$ cat config.mk
export PLATFORM = sky130hd
export DESIGN_NAME = mmc_xfer_ctrl
export DESIGN_NICKNAME = d
export VERILOG_FILES = /design/src/rtl/mmc_xfer_pkg.sv /design/src/rtl/mmc_rd_check.sv /design/src/rtl/mmc_wbuf.sv /design/src/rtl/mmc_xfer_ctrl.sv
export SDC_FILE = /design/constraint.sdc
export NUM_CORES = 1
export LEC_CHECK = 0
export ABC_CLOCK_PERIOD_IN_PS = 6050
export BUFFER_PORTS_ARGS = -buffer_cell sky130_fd_sc_hd__buf_2
export CAP_MARGIN = 30
export CORE_MARGIN = 1
export CORE_UTILIZATION = 50
export CTS_CLUSTER_SIZE = 30
export DETAILED_ROUTE_END_ITERATION = 8
export PLACE_DENSITY = 0.65
export SETUP_SLACK_MARGIN = 0.02
export SYNTH_ARGS = -nofsm -noshare
export SYNTH_HDL_FRONTEND = slang
export SYNTH_SLANG_ARGS = --single-unit
$ cat constraint.sdc
create_clock -name clk_i -period 6.05 [get_ports clk_i]
set_input_delay 0 -clock clk_i [delete_from_list [all_inputs] [get_ports clk_i]]
set_output_delay 0 -clock clk_i [all_outputs]
set_load 0.03 [all_outputs]
$ cat src/rtl/mmc_xfer_pkg.sv
package mmc_xfer_pkg;
  typedef enum logic [2:0] {
    ST_STBY = 3'd0,
    ST_TRAN = 3'd1,
    ST_SEND = 3'd2,
    ST_RECV = 3'd3,
    ST_PROG = 3'd4,
    ST_DISC = 3'd5
  } xfer_state_t;

  localparam logic [5:0] OP_SEL    = 6'd7;
  localparam logic [5:0] OP_STOP   = 6'd12;
  localparam logic [5:0] OP_BLKLEN = 6'd16;
  localparam logic [5:0] OP_RD1    = 6'd17;
  localparam logic [5:0] OP_RDN    = 6'd18;
  localparam logic [5:0] OP_BLKCNT = 6'd23;
  localparam logic [5:0] OP_WR1    = 6'd24;
  localparam logic [5:0] OP_WRN    = 6'd25;
  localparam logic [5:0] OP_WRID   = 6'd26;
  localparam logic [5:0] OP_WRCFG  = 6'd27;
  localparam logic [5:0] OP_ERASE  = 6'd38;

  localparam int NFLAG     = 5;
  localparam int F_RANGE   = 0;
  localparam int F_LEN     = 1;
  localparam int F_ALIGN   = 2;
  localparam int F_ILLEGAL = 3;
  localparam int F_XFER    = 4;
endpackage

$ cat src/rtl/mmc_rd_check.sv
module mmc_rd_check #(
  parameter logic [31:0] CAP_BYTES = 32'h0010_0000,
  parameter int          PHYS_BLK  = 512,
  parameter int          MAX_LEN   = 512
) (
  input  logic [31:0] addr_i,
  input  logic [31:0] len_i,
  output logic        range_err_o,
  output logic        len_err_o,
  output logic        align_err_o
);
  localparam int OFS_W = $clog2(PHYS_BLK);

  logic [32:0] span;

  assign span        = {1'b0, len_i} + 33'(addr_i[OFS_W-1:0]);
  assign range_err_o = addr_i >= CAP_BYTES;
  assign len_err_o   = (len_i == '0) || (len_i > 32'(MAX_LEN));
  assign align_err_o = span > 33'(PHYS_BLK);
endmodule

$ cat src/rtl/mmc_wbuf.sv
module mmc_wbuf #(
  parameter int SLOTS = 2,
  parameter int CW    = $clog2(SLOTS + 1)
) (
  input  logic          clk_i,
  input  logic          rst_ni,
  input  logic          push_i,
  input  logic          pop_i,
  output logic [CW-1:0] cnt_o,
  output logic [CW-1:0] cnt_nxt_o,
  output logic          full_o
);
  logic [CW-1:0] cnt_q;

  assign cnt_nxt_o = cnt_q + CW'(push_i) - CW'(pop_i);
  assign cnt_o     = cnt_q;
  assign full_o    = cnt_q == CW'(SLOTS);

  always_ff @(posedge clk_i or negedge rst_ni)
    if (!rst_ni) cnt_q <= '0;
    else         cnt_q <= cnt_nxt_o;

  a_r9_no_overflow: assert property (@(posedge clk_i) disable iff (!rst_ni)
    !(push_i && !pop_i && full_o));
  a_r9_no_underflow: assert property (@(posedge clk_i) disable iff (!rst_ni)
    !(pop_i && cnt_q == '0));
endmodule

$ cat src/rtl/mmc_xfer_ctrl.sv
module mmc_xfer_ctrl
  import mmc_xfer_pkg::*;
#(
  parameter logic [15:0] CARD_ADDR  = 16'h1234,
  parameter logic [31:0] CAP_BYTES  = 32'h0010_0000,
  parameter int          PHYS_BLK   = 512,
  parameter int          MAX_RD_LEN = 512,
  parameter int          WBUF_SLOTS = 2,
  parameter int          CNT_W      = 16
) (
  input  logic             clk_i,
  input  logic             rst_ni,
  input  logic             cmd_valid_i,
  input  logic [5:0]       cmd_op_i,
  input  logic [31:0]      cmd_arg_i,
  input  logic             blk_done_i,
  input  logic             crc_ok_i,
  input  logic             rd_err_i,
  input  logic             prog_done_i,
  input  logic             rsp_sent_i,
  output logic [2:0]       state_o,
  output logic [NFLAG-1:0] err_flags_o,
  output logic             dat0_low_o
);
  localparam int CW = $clog2(WBUF_SLOTS + 1);

  xfer_state_t      st_q, st_d;
  logic [NFLAG-1:0] flg_q, flg_set;
  logic [31:0]      len_q, len_d;
  logic [CNT_W-1:0] cnt_q, cnt_d, rem_q, rem_d, rem_init;
  logic             cnt_set_q, cnt_set_d, open_q, open_d, open_init;
  logic             halt_q, halt_d, unbuf_q, unbuf_d;
  logic             push, pop, wb_full, multi, sel, is_rd, is_wr;
  logic [CW-1:0]    wb_cnt, wb_nxt;
  logic             e_range, e_len, e_align;

  mmc_rd_check #(.CAP_BYTES(CAP_BYTES), .PHYS_BLK(PHYS_BLK), .MAX_LEN(MAX_RD_LEN)) u_chk (
    .addr_i(cmd_arg_i), .len_i(len_q),
    .range_err_o(e_range), .len_err_o(e_len), .align_err_o(e_align));

  mmc_wbuf #(.SLOTS(WBUF_SLOTS)) u_wbuf (
    .clk_i, .rst_ni, .push_i(push), .pop_i(pop),
    .cnt_o(wb_cnt), .cnt_nxt_o(wb_nxt), .full_o(wb_full));

  assign sel       = cmd_arg_i[31:16] == CARD_ADDR;
  assign is_rd     = cmd_op_i == OP_RD1 || cmd_op_i == OP_RDN;
  assign is_wr     = cmd_op_i == OP_WR1 || cmd_op_i == OP_WRN;
  assign multi     = cmd_op_i == OP_RDN || cmd_op_i == OP_WRN;
  assign rem_init  = multi ? cnt_q : CNT_W'(1);
  assign open_init = multi && !(cnt_set_q && cnt_q != '0);
  assign pop       = prog_done_i && wb_cnt != '0;

  always_comb begin
    st_d = st_q; len_d = len_q; cnt_d = cnt_q; cnt_set_d = cnt_set_q;
    rem_d = rem_q; open_d = open_q; halt_d = halt_q; unbuf_d = unbuf_q;
    flg_set = '0; push = 1'b0;
    unique case (st_q)
      ST_STBY:
        if (cmd_valid_i) begin
          if (cmd_op_i != OP_SEL) flg_set[F_ILLEGAL] = 1'b1;
          else if (sel)           st_d = ST_TRAN;
        end
      ST_TRAN:
        if (cmd_valid_i) begin
          if (cmd_op_i == OP_SEL) begin
            if (!sel) st_d = ST_STBY;
          end else if (cmd_op_i == OP_BLKLEN) len_d = cmd_arg_i;
          else if (cmd_op_i == OP_BLKCNT) begin
            cnt_d = cmd_arg_i[CNT_W-1:0]; cnt_set_d = 1'b1;
          end else if (is_rd) begin
            flg_set[F_RANGE] = e_range;
            flg_set[F_LEN]   = e_len;
            flg_set[F_ALIGN] = e_align;
            if (!(e_range || e_len || e_align)) begin
              st_d = ST_SEND; rem_d = rem_init; open_d = open_init;
              cnt_set_d = 1'b0; halt_d = 1'b0;
            end
          end else if (is_wr) begin
            st_d = ST_RECV; rem_d = rem_init; open_d = open_init;
            cnt_set_d = 1'b0; unbuf_d = 1'b0;
          end else if (cmd_op_i == OP_WRID || cmd_op_i == OP_WRCFG) begin
            st_d = ST_RECV; rem_d = CNT_W'(1); open_d = 1'b0;
            cnt_set_d = 1'b0; unbuf_d = 1'b1;
          end else if (cmd_op_i == OP_ERASE) begin
            st_d = ST_PROG; push = 1'b1; unbuf_d = 1'b1;
          end else flg_set[F_ILLEGAL] = 1'b1;
        end
      ST_SEND: begin
        if (rd_err_i) halt_d = 1'b1;
        if (cmd_valid_i) begin
          if (cmd_op_i == OP_STOP) begin
            st_d = ST_TRAN; flg_set[F_XFER] = halt_q || rd_err_i;
          end else flg_set[F_ILLEGAL] = 1'b1;
        end else if (blk_done_i && !halt_q && !rd_err_i && !open_q) begin
          if (rem_q == CNT_W'(1)) st_d = ST_TRAN;
          else                    rem_d = rem_q - 1'b1;
        end
      end
      ST_RECV:
        if (cmd_valid_i) begin
          if (cmd_op_i == OP_STOP) st_d = (wb_nxt != '0) ? ST_PROG : ST_TRAN;
          else flg_set[F_ILLEGAL] = 1'b1;
        end else if (blk_done_i) begin
          if (!crc_ok_i) begin
            flg_set[F_XFER] = 1'b1;
            st_d = (wb_nxt != '0) ? ST_PROG : ST_TRAN;
          end else if (!wb_full || pop) begin
            push = 1'b1;
            if (!open_q && rem_q == CNT_W'(1)) st_d = ST_PROG;
            else if (!open_q)                  rem_d = rem_q - 1'b1;
          end
        end
      ST_PROG: begin
        if (wb_nxt == '0) begin st_d = ST_TRAN; unbuf_d = 1'b0; end
        if (cmd_valid_i) begin
          if (cmd_op_i == OP_SEL) begin
            if (!sel) st_d = (wb_nxt == '0) ? ST_STBY : ST_DISC;
          end else if (is_wr && !unbuf_q) begin
            st_d = ST_RECV; rem_d = rem_init; open_d = open_init; cnt_set_d = 1'b0;
          end else flg_set[F_ILLEGAL] = 1'b1;
        end
      end
      ST_DISC: begin
        if (wb_nxt == '0) begin st_d = ST_STBY; unbuf_d = 1'b0; end
        if (cmd_valid_i) begin
          if (cmd_op_i != OP_SEL) flg_set[F_ILLEGAL] = 1'b1;
          else if (sel)           st_d = (wb_nxt == '0) ? ST_TRAN : ST_PROG;
        end
      end
      default: st_d = ST_STBY;
    endcase
  end

  always_ff @(posedge clk_i or negedge rst_ni)
    if (!rst_ni) begin
      st_q <= ST_STBY; flg_q <= '0; len_q <= 32'(PHYS_BLK);
      cnt_q <= '0; cnt_set_q <= 1'b0; rem_q <= '0; open_q <= 1'b0;
      halt_q <= 1'b0; unbuf_q <= 1'b0;
    end else begin
      st_q <= st_d; flg_q <= (rsp_sent_i ? '0 : flg_q) | flg_set; len_q <= len_d;
      cnt_q <= cnt_d; cnt_set_q <= cnt_set_d; rem_q <= rem_d; open_q <= open_d;
      halt_q <= halt_d; unbuf_q <= unbuf_d;
    end

  assign state_o     = st_q;
  assign err_flags_o = flg_q;
  assign dat0_low_o  = (st_q == ST_PROG && unbuf_q) ||
                       ((st_q == ST_PROG || st_q == ST_RECV) && wb_full);

  a_r3_range_reject: assert property (@(posedge clk_i) disable iff (!rst_ni)
    cmd_valid_i && st_q == ST_TRAN && is_rd && cmd_arg_i >= CAP_BYTES
    |=> state_o == 3'd1 && err_flags_o[F_RANGE]);
  a_r10_no_read_in_prog: assert property (@(posedge clk_i) disable iff (!rst_ni)
    cmd_valid_i && st_q == ST_PROG && is_rd |=> err_flags_o[F_ILLEGAL]);
  a_r11_disc_released: assert property (@(posedge clk_i) disable iff (!rst_ni)
    state_o == 3'd5 |-> !dat0_low_o);
  a_r12_erase_busy: assert property (@(posedge clk_i) disable iff (!rst_ni)
    cmd_valid_i && st_q == ST_TRAN && cmd_op_i == OP_ERASE |=> dat0_low_o);
  a_r14_stop_in_tran: assert property (@(posedge clk_i) disable iff (!rst_ni)
    cmd_valid_i && st_q == ST_TRAN && cmd_op_i == OP_STOP
    |=> state_o == 3'd1 && err_flags_o[F_ILLEGAL]);
endmodule

== Yosys cells after proc, flatten, opt, wreduce, memory -nomap -nowiden ==
Cells that the tools add are included.

* $add $sub $neg: 4
* Order comparisons: 3
* Equality and inequality tests: 61
* Multiplexer cells: 136
* Bitwise logic cells: 3
* Reduce and logical (&&, ||, !) cells: 47

{| class="wikitable"
|+ Operator list
! operator !! number
|-
| two-way mux 16 bit || 21
|-
| two-way mux 3 bit || 37
|-
| case mux 16 bit (4 select lines) || 1
|-
| two-way mux 1 bit || 63
|-
| equality test 6 x 5 -> 1 bit (second input constant) || 8
|-
| != test 2 bit (second input constant) || 23
|-
| adder 32 x 9 -> 33 bit || 1
|-
| > comparator 33 x 10 -> 1 bit (second input constant) || 1
|-
| greater-or-equal comparator 32 x 21 -> 1 bit (second input constant) || 1
|-
| > comparator 32 x 10 -> 1 bit (second input constant) || 1
|-
| zero test 32 bit || 1
|-
| != test 3 bit (second input constant) || 9
|-
| != test 4 bit (second input constant) || 6
|-
| AND reduction 19 bit || 1
|-
| case mux 3 bit (6 select lines) || 1
|-
| equality test 16 x 1 -> 1 bit (second input constant) || 1
|-
| equality test 16 x 13 -> 1 bit (second input constant) || 1
|-
| two-way mux 4 bit || 4
|-
| AND reduction 16 bit || 1
|-
| AND reduction 8 bit || 2
|-
| nonzero test 16 bit || 1
|-
| subtractor 16 x 1 -> 16 bit (second input constant) || 1
|-
| case mux 1 bit (2 select lines) || 6
|-
| logical OR 1 bit || 11
|-
| 29 further kinds || 51
|}

* Flip-flop bits (word level): 78
* Bits of input ports: 46
* Output and inout bits: 9

== Longest topological paths before layout ==
Gate-level depths: netlist of run 1.

* Depth after elaboration: 18
* Gate-level depth with buffers: 14
* Mapped depth without buffers: 14

== Cells and area by module ==
Synthesis of run 1 repeated with hierarchy kept, for this count alone.

* Cells, all modules: 584
* Area, all modules: 5575.3 sq um

{| class="wikitable"
|+ By module, submodules not included
! module !! instances !! cells an instance !! area an instance (sq um) !! sequential area each (sq um)
|-
| mmc_xfer_ctrl || 1 || 396 || 4262.8 || 1903.1
|-
| mmc_rd_check || 1 || 180 || 1199.9 || 0.0
|-
| mmc_wbuf || 1 || 8 || 112.6 || 50.0
|}

== Least setup slack after synthesis of run 1 ==
Ideal clock, no wire load.

* Kind: register to register
* Start: reg len_q[0]
* End: reg rem_q[1]
* Library setup time: 125 ps
* Arrival time: 2702 ps
* Required time: 5925 ps
* Path slack: 3223 ps
* Stages on the path, launching flop included: 11
* Buffers on the path: 0
* Period minus slack after synthesis: 2827 ps
* Cell sequence: dfrtp_1 ha_1 fa_1 a21o_1 a221oi_2 mux2i_1 nor4_1 a311o_2 nand4_4 a21o_4 mux2_4

* Word-level cells in the longest chain between the ends: 6
* Elaborated cells between the ends (all ways): 9
* Classes of those cells: add/sub (1); order compare (2); eq/ne (1); reduce/logical (5)

{| class="wikitable"
|+ Ends and longest elaborated chain
! item !! RTL line !! source
|-
| from (decl) || mmc_xfer_ctrl.sv:29 || <nowiki>logic [31:0] len_q, len_d;</nowiki>
|-
| from (signal assigned) || mmc_xfer_ctrl.sv:140 || <nowiki>st_q <= st_d; flg_q <= (rsp_sent_i ? '0 : flg_q) | flg_set; len_q <= len_d;</nowiki>
|-
| branches (longest 3 deep; another with adder 32 x 9 -> 33 bit) || n/a ||
|-
| logical OR 1 bit (*) || mmc_xfer_ctrl.sv:74 || <nowiki>if (!(e_range || e_len || e_align)) begin</nowiki>
|-
| != test 3 bit (no line) (*) || n/a ||
|-
| AND reduction 19 bit (no line) (*) || n/a ||
|-
| to (signal assigned) || mmc_xfer_ctrl.sv:141 || <nowiki>cnt_q <= cnt_d; cnt_set_q <= cnt_set_d; rem_q <= rem_d; open_q <= open_d;</nowiki>
|-
| to (decl) || mmc_xfer_ctrl.sv:30 || <nowiki>logic [CNT_W-1:0] cnt_q, cnt_d, rem_q, rem_d, rem_init;</nowiki>
|}

Mark *: on every way between the ends.
A chain may end at the register's enable or synchronous reset.

== Worst setup path in the final report of run 1 ==
* Start: reg st_q[2] (netlist: state_o[2])
* End: reg st_q[0] (netlist: state_o[0])

* Word-level cells in the longest chain between the ends: 10
* Elaborated cells between the ends (all ways): 45
* Classes of those cells: add/sub (2); eq/ne (21); mux (18); reduce/logical (4)

{| class="wikitable"
|+ Ends and longest elaborated chain
! item !! RTL line !! source
|-
| from (decl) || mmc_xfer_ctrl.sv:27 || <nowiki>xfer_state_t st_q, st_d;</nowiki>
|-
| from (signal assigned) || mmc_xfer_ctrl.sv:140 ||
|-
| equality test 3 x 2 -> 1 bit or equality test 3 x 1 -> 1 bit (tied branches) || mmc_xfer_ctrl.sv:57 || <nowiki>unique case (st_q)</nowiki>
|-
| case mux 1 bit (2 select lines) (*) || mmc_xfer_ctrl.sv:57 ||
|-
| adder 2 x 1 -> 2 bit (*) || mmc_wbuf.sv:15 || <nowiki>assign cnt_nxt_o = cnt_q + CW'(push_i) - CW'(pop_i);</nowiki>
|-
| subtractor 2 x 1 -> 2 bit (*) || mmc_wbuf.sv:15 ||
|-
| named net u_wbuf.cnt_nxt_o[1] || mmc_wbuf.sv:10 || <nowiki>output logic [CW-1:0] cnt_nxt_o,</nowiki>
|-
| zero test 2 bit or nonzero test 2 bit (tied branches) || n/a ||
|-
| two-way mux 3 bit, on equally long branches (2 in series) || n/a ||
|-
| two-way mux 3 bit, on equally long branches || mmc_xfer_ctrl.sv:126, mmc_xfer_ctrl.sv:103, mmc_xfer_ctrl.sv:116 ||
|-
| two-way mux 3 bit, on equally long branches || mmc_xfer_ctrl.sv:125, mmc_xfer_ctrl.sv:100, mmc_xfer_ctrl.sv:115 ||
|-
| case mux 3 bit (6 select lines) (*) || mmc_xfer_ctrl.sv:57 ||
|}

Mark *: on every way through the listed nets, which the timed path passes. The rest lies on a longest branch. The select of a mux whose other input is x is not followed.

==> impl_metrics.py, run 1 <==
metrics = {
    "outcome": {
        "status": "complete, no violations",
    },
    "timing": {
        "setup_violations": 0,
        "min_period_ps": 3740,
        "clock_skew_ps": 16.1,
        "rsz0062_at_grt": "false",
        "worst_pin_slew_ps": 856,
        "setup_ws_ps": 2310,
        "timing.slew.headroom_pct": 42.9,
        "finalSetupTns_ps": 0,
        "slew_violations": 0,
        "hold_violations": 0,
        "max_clock_freq_mhz": 267,
        "period_share_pct": 61.8,
    },
    "cells_and_area": {
        "final_cell_mix": "dfrtp_1 (77), buf_2 (53), mux2_2 (49)",
        "nFillCells": 914,
        "design_area_um2": 6280,
        "drive_gt1_share_pct": 22.3,
        "fin_nets": 715,
        "seq_area_um2": 1950,
        "final_common_cell": "dfrtp_1",
        "multi_input_area_um2": 3240,
        "antenna_cells": 0,
        "area_delta_synth_final_pct": 17.4,
    },
    "logic_synthesis": {
        "synthTopCellsByArea": "dfrtp_1 (36%), mux2_2 (10%), a21oi_1 (4.3%)",
        "syn_inst": 574,
        "synth-simple-area-share_pct": 22.2,
        "synth_top_family_by_area": "simple AND/OR/NAND/NOR gates",
        "synthArstFlopShare_pct": 100,
        "synth_seq_area_share_pct": 36.5,
        "synth_mux_area_share_pct": 11.7,
        "synth_flop_cell": "dfrtp_1",
        "synth-seq-cells": 78,
        "synth_fa_ha_area_share_pct": 3.41,
        "synth_area_um2": 5350,
        "synthXorXnorAreaFrac_pct": 1.64,
        "synth_compound_area_share_pct": 21.5,
        "synth_top_area_cell": "dfrtp_1",
        "yosysWarnings": 0,
        "syn_nets": 634,
        "synth.top_cell.area_share_pct": 36.0,
        "synth_edf_count": 0,
        "synth_area_per_cell_um2": 9.32,
        "synth_cell_types": 76,
    },
    "drt": {
        "route.vias.total": 5001,
        "dr.first_iter.drc_count": 274,
        "drcViolationCount": 0,
        "post_drt_wl_per_cell_um": 18.1,
        "drtPass1Iterations": 5,
        "ant_nets": 0,
        "viasPerCell": 6.28,
        "drt-total-wl_um": 14400,
    },
    "worst_setup_path": {
        "cpPeakStageDelay_ps": 730,
        "arrival_ps": 3980,
        "end_kind": "register",
        "path_delay_family": "simple AND/OR/NAND/NOR gates",
        "critPathBufInv": 0,
        "slowest_stage": "nand2b_1",
        "crit_path_start_kind": "register",
        "path_cells": "nand2b_1 -> nor2_1 -> and3_1 -> o211ai_1 -> o31ai_1 -> ha_1 -> xnor2_1 -> xnor2_1 -> nor2_1 -> mux2i_1 -> a22oi_1 -> a2111oi_0 -> a21oi_1",
        "critical_path_class": "reg2reg",
        "required_ps": 6290,
        "crit_fanout": 22,
    },
    "floorplanning": {
        "ios": 55,
        "initial_core_util_pct": 51.6,
        "core_area_um2": 10400,
        "die_area_um2": 11100,
        "die_w_um": 105,
        "num_rows": 37,
        "die-height_um": 105,
    },
    "global_routing": {
        "gr-total-overflow": 0,
        "grt_pass1_wl_um": 23900,
        "antenna_found_initial": 0,
        "first_global_vias": 4778,
        "track_usage_pct": 27.1,
        "grt_max_degree": 49,
    },
    "clocking": {
        "post-cts-setup-buffers": 0,
        "clk_latency_ps": 370,
        "cts_tree": "yes",
        "cts_hold_buf": 35,
        "cts_buffers": 9,
        "cts_resized": 0,
        "htree_levels": 3,
        "clockBufferDepth": 2,
        "clk_pin_slew_ps": 80,
        "cts-root-buf": "clkbuf_8",
        "cts.sinks": 78,
    },
    "run": {
        "max_cap_violations": 0,
    },
    "power_and_ir_drop": {
        "total_leakage_power_uw": 0.00286,
        "power.density_nw_per_um2": 307,
        "ir_drop_mv": 0.143,
    },
    "placed_design": {
        "io_buffers": 54,
        "place_area_um2": 5750,
        "preCtsSetupSlack_ps": 2360,
        "gp_congestion": 0.878,
        "dp_hpwl_um": 10400,
    },
    "hold_path": {
        "hp-class": "in2reg",
    },
}
==> report_power, final <==
part           switching (uW)  internal, uW  leakage (uW)
logic                     464           333       0.00172
registers                 138           614       0.00104
clock network             207           171     0.0000955
==> cell families after synthesis <==
family                   after synthesis
XOR/XNOR                              10
AO/OA/AOI/OAI                        158
AND/OR/NAND/NOR                      218
flip-flops                            78
buffers and inverters                 40
adder cells (fa/ha/maj)               14
multiplexers                          56
==> final cells by class <==
cell class / count / area share [%]
clock inverters: 5 / 0.498
inverters: 17 / 1.02
well taps: 136 / 2.71
multi-input cells: 456 / 51.6
flip-flops and latches: 78 / 31.1
repair buffers: 93 / 10.7
clock buffers: 11 / 2.41
==> cell usage after synthesis (7+ instances only) <==
master / count
nor2_1: 35
nor3_1: 18
dfrtp_1: 77
nand3_1: 20
nand2_1: 44
and3_1: 14
nor4_1: 20
xnor2_1: 7
a31oi_1: 8
mux2_2: 49
clkbuf_1: 20
or3_1: 8
o21ai_0: 13
ha_1: 13
a21oi_1: 46
o211ai_1: 8
nand4_1: 12
inv_1: 17
nor2b_1: 8
==> through the flow <==
stage	instances	utilization, %	total power (uW)	hold slack, ps
detailed placement	745	55.4	1530	-27.8
CTS	796	60.6	1920	59.7
global placement	744	55.2	1500	228
global route	796	60.6	2060	102
floorplan	574	-	1320	-296
finish	796	60.6	1930	90.1
==> per-layer routing <==
metal  vias to the layer above  global-route usage [%]  wire length, um  part of all wire (%)
met5                         -                       0                0                     0
met3                        26                    4.08              654                   4.5
li1                       2386                       -                -                     -
met4                         0                    9.96              273                   1.9
met1                      2445                    35.4             6390                    44
met2                       144                    45.6             7130                    49
==> final timing paths <==
check | from | end | slack (ps) | cells after the start
max | state_o[2] | state_o[0] | 2310 | 13
min | cmd_valid_i | err_flags_o[4] | 90 | 3
max reg2reg | state_o[2] | state_o[0] | 2310 | 13
min reg2reg | rem_q[5] | rem_q[5] | 510 | 1
max in group asynchronous | rst_ni | len_q[8] | 5350 | 3
min in group asynchronous | rst_ni | open_q | 110 | 2
==> worst register-to-register path, stage by stage (launching register included) <==
cell and delay (ps):
dfrtp_1 600, nand2b_1 730, nor2_1 140, and3_1 240, o211ai_1 100, o31ai_1 100
ha_1 200, xnor2_1 170, xnor2_1 130, nor2_1 270, mux2i_1 250, a22oi_1 120
a2111oi_0 430, a21oi_1 130
==> flip-flops by register name, indices dropped and copies added, names as in the netlist <==
name	count
rem_q	16
err_flags_o	5
u_wbuf.cnt_o	2
open_q	1
state_o	3
unbuf_q	1
halt_q	1
cnt_set_q	1
cnt_q	16
len_q	32
No activity file was read; power rests on OpenSTA's default activity.
==> run 2, diff against run 1 <==
ABC_CLOCK_PERIOD_IN_PS = 3050   (was 6050)
PLACE_DENSITY = 0.68   (was 0.65)
clock period = 3.05 ns   (was 6.05 ns; I/O delays follow)
==> run 2 against run 1 <==
  * Die area unchanged
  * Highest routed layer unchanged
  * The run now ends with setup timing left
  * Final cell count up 2.6%
  * Critical path type unchanged
  * Largest cell class unchanged
  * First-iteration DRC count up 20%
==> impl_metrics.py, run 2 (synthesis results as in run 1) <==
metrics = {
    "outcome": {
        "status": "finished with violations",
        "violations": "setup timing",
    },
    "floorplanning": {
        "ios": 55,
        "die-height_um": 105,
        "initial_core_util_pct": 51.6,
        "core_area_um2": 10400,
        "num_rows": 37,
        "die_area_um2": 11100,
        "die_w_um": 105,
    },
    "global_routing": {
        "grt_pass1_wl_um": 24800,
        "grt_max_degree": 47,
        "gr-total-overflow": 0,
        "antenna_found_initial": 0,
        "first_global_vias": 4991,
        "track_usage_pct": 28.4,
    },
    "worst_setup_path": {
        "cpPeakStageDelay_ps": 410,
        "critPathBufInv": 1,
        "end_kind": "register",
        "crit_path_start_kind": "register",
        "path_delay_family": "compound AO/OA/AOI/OAI gates",
        "timing.rr.end": "rem_q[8]",
        "arrival_ps": 3330,
        "r2r_slack_ps": -3,
        "path_cells": "ha_2 -> fa_2 -> a21o_1 -> a221oi_4 -> mux2i_1 -> nor4_1 -> a311o_2 -> nand4_4 -> a21o_4 -> buf_4 -> o221ai_2",
        "slowest_stage": "dfrtp_1",
        "required_ps": 3330,
        "r2r-start": "len_q[0]",
        "rr_worst_depth": 11,
        "crit_fanout": 4,
        "critical_path_class": "reg2reg",
    },
    "cells_and_area": {
        "antenna_cells": 0,
        "fin_nets": 736,
        "final_cell_mix": "dfrtp_1 (77), buf_2 (53), mux2_2 (49)",
        "design_area_um2": 6590,
        "area_delta_synth_final_pct": 23.1,
        "largest_register_ffs": 32,
        "reg_top3": "len_q (32), cnt_q (16), rem_q (16)",
        "drive_gt1_share_pct": 26.7,
        "final_common_cell": "dfrtp_1",
        "regMostFlops": "len_q",
    },
    "timing": {
        "min_period_ps": 3050,
        "holdWs_ps": 105,
        "setup_violations": 1,
        "timing.slew.headroom_pct": 51.3,
        "clock_skew_ps": 7.77,
        "slew_violations": 0,
        "hold_violations": 0,
        "setup_ws_ps": -3.05,
        "max_clock_freq_mhz": 328,
        "rsz0062_at_grt": "true",
        "period_share_pct": 100,
        "finalSetupTns_ps": -3.05,
        "worst_pin_slew_ps": 728,
    },
    "drt": {
        "post_drt_wl_per_cell_um": 18.5,
        "viasPerCell": 6.28,
        "top_layer": "met4",
        "drtPass1Iterations": 5,
        "drcViolationCount": 0,
        "wl_met3_um": 831,
        "drt-total-wl_um": 15100,
        "dr_wl_met2_um": 7550,
        "route.vias.total": 5130,
        "ant_nets": 0,
        "dr.first_iter.drc_count": 328,
        "drt-met1-wl_um": 6470,
    },
    "power_and_ir_drop": {
        "power.density_nw_per_um2": 641,
        "ir_drop_mv": 0.581,
        "fin_total_pwr_uw": 4230,
        "total_leakage_power_uw": 0.00299,
    },
    "clocking": {
        "cts_buffers": 9,
        "clk_pin_slew_ps": 80,
        "clockBufferDepth": 2,
        "htree_levels": 3,
        "cts.sinks": 78,
        "cts_tree": "yes",
        "cts-root-buf": "clkbuf_8",
        "clk_latency_ps": 360,
    },
    "hold_path": {
        "hp-class": "in2reg",
        "hold_end": "err_flags_o[4]",
        "hold_depth": 4,
        "min_from": "crc_ok_i",
    },
    "placed_design": {
        "gp_congestion": 0.892,
        "place_area_um2": 5900,
        "io_buffers": 54,
        "dp_hpwl_um": 10800,
        "preCtsSetupSlack_ps": -111,
    },
    "run": {
        "max_cap_violations": 0,
    },
}
[run 2: cell types whose count changed in the layout (fill, tap and decap cells not counted), moves of 2 or more]
cell,change
ha_2,+2
buf_12,+2
a2111oi_0,-2
o221ai_2,+4
bufinv_16,+2
o221ai_1,-4
ha_1,-2
clkinv_2,-2
buf_4,+19
[run 2: area by class of cell]
cell class | instances | area, um^2
Fill cell | 917 | 3780
Clock inverter | 5 | 81.3
Multi-Input combinational cell | 456 | 3320
Tap cell | 136 | 170
Clock buffer | 11 | 141
Inverter | 17 | 63.8
Sequential cell | 78 | 1950
Timing Repair Buffer | 114 | 856
[run 2: worst min-delay path: stages]
cell and delay [ps]:
buf_2 120, nor4bb_1 70, a21oi_1 140, o22ai_1 80
[run 2: report_power, final]
part	total, uW	leakage, uW	internal (uW)	switching, uW
Sequential	1460	0.00104	1220	237
Clock	891	0.000110	485	406
Combinational	1880	0.00184	819	1060
[run 2: per-layer routing]
| layer | up-vias | track usage (%) |
|---|---|---|
| met5 | - | 0 |
| met4 | 0 | 10.3 |
| met3 | 24 | 4.21 |
| met2 | 171 | 48.0 |
| met1 | 2510 | 36.9 |
| li1 | 2425 | - |
[run 2: how the worst max path moves through the flow]
| stage | startpoint | to | slack, ps | cells after the start |
|---|---|---|---|---|
| 5_1_grt | len_q[0] | rem_q[4] | -120 | 11 |
| 2_1_floorplan | len_q[0] | rem_q[1] | 220 | 10 |
| 3_3_place_gp | len_q[0] | rem_q[1] | 60 | 10 |
| 3_5_place_dp | len_q[0] | rem_q[8] | -110 | 11 |
| 4_1_cts | len_q[0] | rem_q[8] | 30 | 11 |
| 6_report | len_q[0] | rem_q[8] | -3 | 11 |
[run 2: through the flow]
step	instances	util [%]
2_1_floorplan	574	-
3_3_place_gp	761	56.6
3_5_place_dp	762	56.9
6_report	817	63.5
5_1_grt	817	63.5
4_1_cts	814	62.6
[run 2: timing repair]
action                                  4_1_cts  5_1_grt
buffers inserted                              1        3
endpoints found under the setup margin       18       21
hold endpoints to repair                    130        0
resized for setup                             2       16
pin swaps                                     5        5
hold buffers                                 35        0
==> run 3, diff against run 2 <==
CTS_BUF_LIST = sky130_fd_sc_hd__clkbuf_4   (was default)
==> run 3 against run 2 <==
  * The run now ends clean
  * Clock power fell by 18%
  * Critical path depth stayed put
  * Core utilization decreased by 0.34 points
  * Routed wire length is 0.27% lower
  * Final cell count rose by 0.37%
  * Sequential share of layout area increased by 0.16 points
  * Non-clock buffer count up 3
  * Global-route usage rose by 0.059 points
  * Design area is 0.53% lower
  * Critical path type unchanged
  * Largest cell class unchanged
  * Highest routed layer unchanged
==> impl_metrics.py, run 3 (synthesis results as in run 1) <==
metrics = {
    "outcome": {
        "status": "complete, no violations",
    },
    "cells_and_area": {
        "design_area_um2": 6550,
        "drive_gt1_share_pct": 26.8,
        "final_common_cell": "dfrtp_1",
        "fin_nets": 739,
        "final_util_pct": 63.2,
        "antenna_cells": 0,
        "final_cell_mix": "dfrtp_1 (77), buf_2 (53), mux2_2 (49)",
        "largest_register_ffs": 32,
        "regMostFlops": "len_q",
        "area_delta_synth_final_pct": 22.5,
        "reg_top3": "len_q (32), cnt_q (16), rem_q (16)",
    },
    "clocking": {
        "clockBufferDepth": 2,
        "cts_tree": "yes",
        "htree_levels": 3,
        "clk_pin_slew_ps": 130,
        "cts-root-buf": "clkbuf_4",
        "cts_buffers": 9,
        "cts.sinks": 78,
        "clk_latency_ps": 450,
    },
    "timing": {
        "timing.slew.headroom_pct": 51.0,
        "setup_violations": 0,
        "holdWs_ps": 22.4,
        "hold_violations": 0,
        "worst_pin_slew_ps": 732,
        "max_clock_freq_mhz": 332,
        "setup_ws_ps": 34.1,
        "clock_skew_ps": 19.0,
        "rsz0062_at_grt": "true",
        "period_share_pct": 98.9,
        "slew_violations": 0,
        "min_period_ps": 3020,
    },
    "worst_setup_path": {
        "crit_path_start_kind": "register",
        "path_cells": "ha_2 -> fa_2 -> a21o_1 -> a221oi_4 -> mux2i_1 -> nor4_1 -> a311o_2 -> nand4_4 -> a21o_4 -> buf_4 -> o221ai_2",
        "rr_worst_depth": 11,
        "path_depth": 11,
        "required_ps": 3420,
        "crit_fanout": 4,
        "arrival_ps": 3390,
        "path_delay_family": "compound AO/OA/AOI/OAI gates",
        "slowest_stage": "dfrtp_1",
        "r2r_slack_ps": 30,
        "cpPeakStageDelay_ps": 410,
        "critical_path_class": "reg2reg",
        "end_kind": "register",
        "critPathBufInv": 1,
    },
    "placed_design": {
        "preCtsSetupSlack_ps": -111,
        "io_buffers": 54,
        "dp_hpwl_um": 10800,
        "gp_congestion": 0.892,
        "place_area_um2": 5900,
    },
    "drt": {
        "route.vias.total": 5165,
        "drtPass1Iterations": 5,
        "viasPerCell": 6.30,
        "drt-total-wl_um": 15100,
        "post_drt_wl_per_cell_um": 18.4,
        "dr.first_iter.drc_count": 316,
        "drcViolationCount": 0,
        "ant_nets": 0,
    },
    "floorplanning": {
        "die-height_um": 105,
        "initial_core_util_pct": 51.6,
        "ios": 55,
        "die_area_um2": 11100,
        "core_area_um2": 10400,
        "die_w_um": 105,
        "num_rows": 37,
    },
    "global_routing": {
        "first_global_vias": 5021,
        "grt_pass1_wl_um": 24900,
        "antenna_found_initial": 0,
        "grt_max_degree": 47,
        "track_usage_pct": 28.4,
        "gr-total-overflow": 0,
    },
    "power_and_ir_drop": {
        "fin_total_pwr_uw": 4080,
        "ir_drop_mv": 0.600,
        "power.density_nw_per_um2": 622,
        "total_leakage_power_uw": 0.00298,
    },
    "run": {
        "max_cap_violations": 0,
    },
    "hold_path": {
        "hold_depth": 4,
        "hp-class": "in2reg",
    },
}
## run 3: cell types whose count changed in the layout (fill, tap and decap cells not counted)
cell	change
o21ai_0	-1
o21ai_1	+1
dlygate4sd3_1	+2
clkinv_1	+1
clkbuf_8	-10
clkbuf_4	+10
buf_4	+1
clkbuf_1	-1
## run 3: metrics by stage
stage,setup TNS (ps),cells
after floorplan,0,574
after global placement,0,761
after CTS,0,817
final,0,820
after detailed placement,-672,762
after global routing,-928,820
## run 3: final cells by class
class                   count  area [um^2]
inverters                  17         63.8
clock buffers              10         75.1
repair buffers            117          883
multi-input cells         456         3320
flip-flops and latches     78         1950
clock inverters             6         85.1
well taps                 136          170
fillers                   928         3820
## run 3: layer usage
| layer | share of wire [%] | track usage [%] | wire length (um) | vias up |
|---|---|---|---|---|
| li1 | - | - | - | 2439 |
| met4 | 2.1 | 11.3 | 314 | 0 |
| met3 | 5.8 | 3.71 | 868 | 25 |
| met5 | 0 | 0 | 0 | - |
| met2 | 50 | 48.5 | 7540 | 190 |
| met1 | 42 | 36.5 | 6340 | 2511 |
## run 3: final timing paths
| path | start | to |
|---|---|---|
| worst max-delay path | len_q[0] | rem_q[8] |
| worst min-delay path | cmd_op_i[2] | err_flags_o[3] |
| worst max register to register | len_q[0] | rem_q[8] |
| worst min register to register | rem_q[5] | rem_q[5] |
| max in group asynchronous | rst_ni | len_q[9] |
| min in group asynchronous | rst_ni | u_wbuf.cnt_o[1] |
## run 3: tightest hold or removal path, delay by kind of cell
| kind | cells | cell delay [ps] |
|---|---|---|
| buffers and inverters | 1 | 120 |
| AND/OR/NAND/NOR | 1 | 140 |
| AO/OA/AOI/OAI | 2 | 180 |
## run 3: where the power goes
part,internal [uW],leakage [uW],total [uW],switching (uW)
registers,1220,0.00104,1450,236
clock network,340,0.0000844,731,390
logic,821,0.00185,1890,1070
total,2380,0.00298,4080,1700
## run 3: what timing repair did
item,4_1_cts,5_1_grt
endpoints found under the hold margin,132,0
setup buffers,2,3
pin swaps,5,5
setup endpoints to repair,19,22
hold buffers,37,0
resized for setup,2,17
